--- config.mk ---
export PLATFORM = sky130hd
export DESIGN_NAME = wb_order_arbiter
export DESIGN_NICKNAME = d
export VERILOG_FILES = /design/src/rtl/wbq_pkg.sv /design/src/rtl/wbq_id_fifo.sv /design/src/rtl/wbq_result_mux.sv /design/src/rtl/wbq_stall_gen.sv /design/src/rtl/wb_order_arbiter.sv
export SDC_FILE = /design/constraint.sdc
export NUM_CORES = 1
export LEC_CHECK = 0
export ABC_AREA = 1
export BUFFER_PORTS_ARGS = -buffer_cell sky130_fd_sc_hd__buf_2
export CELL_PAD_IN_SITES_DETAIL_PLACEMENT = 1
export CELL_PAD_IN_SITES_GLOBAL_PLACEMENT = 2
export CORE_UTILIZATION = 14
export CTS_CLUSTER_DIAMETER = 200
export DETAILED_ROUTE_END_ITERATION = 8
export PLACE_DENSITY_LB_ADDON = 0.1
export SYNTH_ARGS = -nofsm -noshare
export SYNTH_HDL_FRONTEND = slang
export SYNTH_SLANG_ARGS = --single-unit
--- constraint.sdc ---
create_clock -name clk -period 3.1 [get_ports clk]
set_clock_uncertainty 0.05 [all_clocks]
set_input_delay 0.155 -clock clk [delete_from_list [all_inputs] [get_ports clk]]
set_output_delay 0.155 -clock clk [all_outputs]
set_load 0.01 [all_outputs]
--- src/rtl/wbq_pkg.sv ---
// Package: shared helpers for the writeback ordering queue.
// Assumes pointer values stay below the depth passed in.
package wbq_pkg;
    // Next circular pointer value for a store of the given depth.
    function automatic int unsigned ptr_next(input int unsigned ptr, input int unsigned depth);
        return (ptr == depth - 1) ? 0 : ptr + 1;
    endfunction
endpackage

--- src/rtl/wbq_id_fifo.sv ---
// Module: circular store of unit identifiers in issue order.
// Assumes push is only raised when space exists or a pop happens in the
// same cycle; flush wins over push and pop.
module wbq_id_fifo #(
    parameter int DEPTH = 4,
    parameter int ID_W  = 2,
    localparam int PTR_W = (DEPTH > 1) ? $clog2(DEPTH) : 1,
    localparam int CNT_W = $clog2(DEPTH + 1)
) (
    input  logic             clk,
    input  logic             rst_n,
    input  logic             flush,
    input  logic             push,
    input  logic             pop,
    input  logic [ID_W-1:0]  push_id,
    output logic [ID_W-1:0]  head_id,
    output logic [CNT_W-1:0] count,
    output logic             empty,
    output logic             full
);
    import wbq_pkg::*;

    logic [ID_W-1:0]  slots [DEPTH];
    logic [PTR_W-1:0] wr_ptr, rd_ptr;

    // Status and head output derived from pointers and count.
    always_comb begin
        empty   = (count == '0);
        full    = (count == CNT_W'(DEPTH));
        head_id = slots[rd_ptr];
    end

    // Pointer and occupancy update; flush and reset empty the store.
    always_ff @(posedge clk) begin
        if (!rst_n || flush) begin
            wr_ptr <= '0;
            rd_ptr <= '0;
            count  <= '0;
        end else begin
            if (push) wr_ptr <= PTR_W'(ptr_next(int'(wr_ptr), DEPTH));
            if (pop)  rd_ptr <= PTR_W'(ptr_next(int'(rd_ptr), DEPTH));
            if (push && !pop)      count <= count + 1'b1;
            else if (pop && !push) count <= count - 1'b1;
        end
    end

    // Identifier storage; contents need no reset.
    always_ff @(posedge clk) begin
        if (rst_n && !flush && push) slots[wr_ptr] <= push_id;
    end
endmodule

--- src/rtl/wbq_result_mux.sv ---
// Module: selects one unit's result and destination index.
// Assumes sel is below NUM_UNITS whenever the output is used.
module wbq_result_mux #(
    parameter int NUM_UNITS = 4,
    parameter int DATA_W    = 32,
    parameter int REG_W     = 5,
    parameter int UID_W     = 2
) (
    input  logic [UID_W-1:0]            sel,
    input  logic [NUM_UNITS*DATA_W-1:0] results,
    input  logic [NUM_UNITS*REG_W-1:0]  dests,
    output logic [DATA_W-1:0]           data,
    output logic [REG_W-1:0]            addr
);
    logic [DATA_W-1:0] res_arr [NUM_UNITS];
    logic [REG_W-1:0]  dst_arr [NUM_UNITS];

    // Unpack the flat buses into per-unit slices.
    for (genvar g = 0; g < NUM_UNITS; g++) begin : g_unpack
        assign res_arr[g] = results[g*DATA_W +: DATA_W];
        assign dst_arr[g] = dests[g*REG_W +: REG_W];
    end

    // Pick the slice of the selected unit.
    always_comb begin
        data = '0;
        addr = '0;
        for (int i = 0; i < NUM_UNITS; i++) begin
            if (sel == UID_W'(i)) begin
                data = res_arr[i];
                addr = dst_arr[i];
            end
        end
    end
endmodule

--- src/rtl/wbq_stall_gen.sv ---
// Module: per-unit hold for units whose ready arrives out of order.
// Assumes head_valid is low when the record is empty.
module wbq_stall_gen #(
    parameter int NUM_UNITS = 4,
    parameter int UID_W     = 2
) (
    input  logic                 flush,
    input  logic                 head_valid,
    input  logic [UID_W-1:0]     head_id,
    input  logic [NUM_UNITS-1:0] unit_ready,
    output logic [NUM_UNITS-1:0] unit_stall
);
    // One hold per unit: ready while not head, released by flush.
    for (genvar g = 0; g < NUM_UNITS; g++) begin : g_stall
        assign unit_stall[g] = unit_ready[g] && !flush &&
                               !(head_valid && (head_id == UID_W'(g)));
    end
endmodule

--- src/rtl/wb_order_arbiter.sv ---
// Module: top of the in-order writeback arbiter. It records issue order,
// grants register-file writes only to the head unit, stalls out-of-order
// units and the whole pipe when full, and latches protocol errors.
// Assumes the issue logic honours pipe_stall and units hold ready while stalled.
module wb_order_arbiter #(
    parameter int NUM_UNITS = 4,
    parameter int DEPTH     = 4,
    parameter int DATA_W    = 32,
    parameter int REG_W     = 5,
    localparam int UID_W = (NUM_UNITS > 1) ? $clog2(NUM_UNITS) : 1,
    localparam int CNT_W = $clog2(DEPTH + 1)
) (
    input  logic                        clk,
    input  logic                        rst_n,
    input  logic                        flush,
    input  logic                        push_valid,
    input  logic [UID_W-1:0]            push_unit,
    input  logic [NUM_UNITS-1:0]        unit_ready,
    input  logic [NUM_UNITS*DATA_W-1:0] unit_result,
    input  logic [NUM_UNITS*REG_W-1:0]  unit_rd,
    output logic [NUM_UNITS-1:0]        unit_stall,
    output logic                        rf_we,
    output logic [DATA_W-1:0]           rf_wdata,
    output logic [REG_W-1:0]            rf_waddr,
    output logic                        pipe_stall,
    output logic                        proto_err
);
    logic [UID_W-1:0] head_id;
    logic [CNT_W-1:0] occ;
    logic             q_empty, q_full;
    logic             head_ready, do_pop, do_push;

    // Retire and accept decisions for this cycle.
    always_comb begin
        head_ready = !q_empty && unit_ready[head_id];
        do_pop     = head_ready && !flush;
        do_push    = push_valid && !flush && (!q_full || do_pop);
        rf_we      = do_pop;
        pipe_stall = q_full && !do_pop && !flush;
    end

    wbq_id_fifo #(.DEPTH(DEPTH), .ID_W(UID_W)) u_fifo (
        .clk(clk), .rst_n(rst_n), .flush(flush),
        .push(do_push), .pop(do_pop), .push_id(push_unit),
        .head_id(head_id), .count(occ), .empty(q_empty), .full(q_full)
    );

    wbq_result_mux #(.NUM_UNITS(NUM_UNITS), .DATA_W(DATA_W), .REG_W(REG_W), .UID_W(UID_W)) u_mux (
        .sel(head_id), .results(unit_result), .dests(unit_rd),
        .data(rf_wdata), .addr(rf_waddr)
    );

    wbq_stall_gen #(.NUM_UNITS(NUM_UNITS), .UID_W(UID_W)) u_stall (
        .flush(flush), .head_valid(!q_empty), .head_id(head_id),
        .unit_ready(unit_ready), .unit_stall(unit_stall)
    );

    // Sticky protocol error: ready seen while nothing is recorded.
    always_ff @(posedge clk) begin
        if (!rst_n)                                    proto_err <= 1'b0;
        else if (q_empty && (|unit_ready) && !flush)   proto_err <= 1'b1;
    end
endmodule

==> flow_metrics.tcl <==
set metrics [dict create \
    setup_viol 0 \
    area_delta_synth_final_pct 67.7 \
    r2r-end "u_fifo.count[2]" \
    syn_nets 488 \
    arrival_ps 2580 \
    path_buf_inv 2 \
    register_area_um2 440 \
    post-dp-hpwl_mm 8.25 \
    yosysSeqAreaShare_pct 23.8 \
    synth_cells 323 \
    root_buffer "clkbuf_16" \
    ctsResizeCount 0 \
    max_stage_delay_ps 410 \
    reg2reg_depth 17 \
    grt_pass1_wl_mm 13.5 \
    initialDrtViolationCount 53 \
    fin_util_pct 24.3 \
    synthDistinctLibCells 21 \
    cpLargestDelayFamily "simple AND/OR/NAND/NOR gates" \
    hold_buffers 0 \
    syn-cell-area_um2 1850 \
    drive_gt1_share_pct 42.5 \
    setup_tns_ps 0 \
    p_leak_nw 1.66 \
    post_cts.repair.setup_buffers 0 \
    regToRegSetupSlack_ps 610 \
    track_usage_pct 12.9 \
    drv_slew 0 \
    cts_tree "done" \
    clkPwrFrac_pct 31.3 \
    p_seq_share_pct 31.7 \
    start_kind "flip-flop" \
    relSlewSlack_pct 49.4 \
    path_common_cell "nand2_1" \
    fillers 1694 \
    synth_area_per_cell_um2 5.74 \
    die_h_um 117 \
    p_sw_mw 0.250 \
    min_from "push_unit[1]" \
    final_cell_mix "201 x buf_2, 176 x nand2_1, 37 x nand4_1" \
    hold_end "u_fifo.slots[3][1]" \
    grt_max_degree 38 \
    drc_errors 0 \
    hp-class "input pin to flip-flop" \
    cap_violations 0 \
    antenna_found_initial 0 \
    placed_cells 686 \
    ys_warn_count 0 \
    worstSetupEndpointType "flip-flop" \
    place.gp.congestion 0.782 \
    first_pass_iters 4 \
    antenna_left 0 \
    final_common_cell "buf_2" \
    antenna_cells 0 \
    grt_pass1_vias 2635 \
    status "finished clean" \
    die_area_um2 13700 \
    finalNonFillerCells 690 \
    multiInputGateArea_um2 1250 \
    clk_pin_slew_worst_paths_ps 50 \
    p_sw_share_pct 30.6 \
    finalCritPeriodShare_pct 80.4 \
    ir_drop_mv 0.233 \
    cp_data_required_time_ps 3180 \
    portBuffers 201 \
    drt-total-wl_mm 10.0 \
    numClockSinks 18 \
    crit_fanout 6 \
    gr-total-overflow 0 \
    dieWidth_um 117 \
    cts_made_buffers 3 \
    cts_htree_levels 1 \
    tightest_slew_ps 758 \
    synth_seq_cells 18 \
    crit_type "flip-flop to flip-flop" \
    p_int_mw 0.568 \
    vias 2832 \
    start_util_pct 14.5 \
    clk_latency_ps 240 \
    p_per_area_nw_per_um2 263 \
    rsz0062_at_grt "false" \
    wl_per_cell_um 14.6 \
    core_um2 12800 \
    cp_slowest_cell "dfxtp_1" \
    nets 684 \
    fin_crit_ps 2490 \
    cp_cell_sequence "inv_2, nand2_1, nand3_2, nand2_2, nand2_1, nand2_1, nand2_1, nand2_2, nand2_4, a21boi_4, ha_1, inv_1, fa_1, a21oi_1, o21ai_0, o21ai_0, a21oi_1" \
    p_comb_share_pct 37.1 \
    io_pins 202 \
    hold_violations 0 \
    min_path_cells 1 \
    cts_max_path_buffers 2 \
    fmax_mhz 401 \
    row_count 41 \
    viasPerCell 4.10 \
    total_power_mw 0.819 \
    whs_ps 88.0 \
]
==> metrics by stage <==
stage | worst slack, ps | cell area [um2]
4_1_cts | 582 | 3110
5_1_grt | 269 | 3110
3_5_place_dp | 599 | 3030
3_3_place_gp | 690 | 3030
2_1_floorplan | 846 | 1850
6_report | 606 | 3110
==> synthesized netlist by cell type <==
master    instances  area, um2
nor3_2            1       10.0
nand3_1           6       30.0
dfxtp_1          10        200
nor2_1           13       48.8
nand3_2           2       20.0
ha_1              6       75.1
a21oi_1           7       35.0
o211ai_1          4       30.0
nand2_4           1       11.3
fa_1              1       20.0
nand2_1         176        661
buf_2            12       60.1
edfxtp_1          8        240
inv_2             5       18.8
nand4_1          37        231
a21boi_4          1       18.8
o21ai_0           5       25.0
nor3_1            1       5.00
nor4_1            1       6.26
nand2_2           4       25.0
inv_1            22       82.6
==> power groups by stage <==
stage	Clock (mW)	Combinational [mW]	Sequential, mW
final	0.256	0.304	0.259
after global placement	0	0.307	0.264
after CTS	0.267	0.311	0.259
after global routing	0.273	0.341	0.260
after detailed placement	0	0.309	0.264
after floorplan	0	0.130	0.264
==> worst reg2reg max path, stage by stage, from the launching register on <==
cell and delay [ps]:
dfxtp_1 410, inv_2 80, nand2_1 90, nand3_2 90, nand2_2 120, nand2_1 60, nand2_1 50, nand2_1 60
nand2_2 80, nand2_4 70, a21boi_4 150, ha_1 160, inv_1 60, fa_1 370, a21oi_1 140, o21ai_0 110
o21ai_0 160, a21oi_1 50
==> layer usage <==
metal / global-route usage [%] / part of all wire [%] / vias up
met2: 25.8 / 53 / 105
met4: 2.11 / 0.65 / 0
li1: - / - / 1439
met3: 2.32 / 7.8 / 4
met1: 14.3 / 39 / 1284
met5: 0 / 0 / -
==> kinds of logic (layout without fill, tap and decap cells) <==
family	after synthesis	in the layout	synth area share (%)
AND/OR/NAND/NOR	242	242	56.5
AO/OA/AOI/OAI	17	17	5.87
flip-flops	18	18	23.8
buffers and inverters	39	234	8.70
adder cells (fa/ha/maj)	7	7	5.13
==> worst max-delay path by stage <==
stage	startpoint	endpoint	slack (ps)	depth (start not counted)
2_1_floorplan	flip-flop	u_fifo.count[2]	850	17
3_3_place_gp	flip-flop	u_fifo.count[2]	690	17
3_5_place_dp	flip-flop	u_fifo.count[2]	600	17
4_1_cts	flip-flop	u_fifo.count[2]	580	17
5_1_grt	flip-flop	u_fifo.count[2]	270	17
6_report	flip-flop	u_fifo.count[2]	610	17
==> cell type report <==
cell class / instances / area share (%)
clock buffers: 3 / 2.41
clock inverters: 1 / 0.121
inverters: 27 / 3.26
multi-input cells: 266 / 40.3
flip-flops and latches: 18 / 14.2
well taps: 172 / 6.92
repair buffers: 203 / 32.8
No activity file was read; power rests on OpenSTA's default activity.
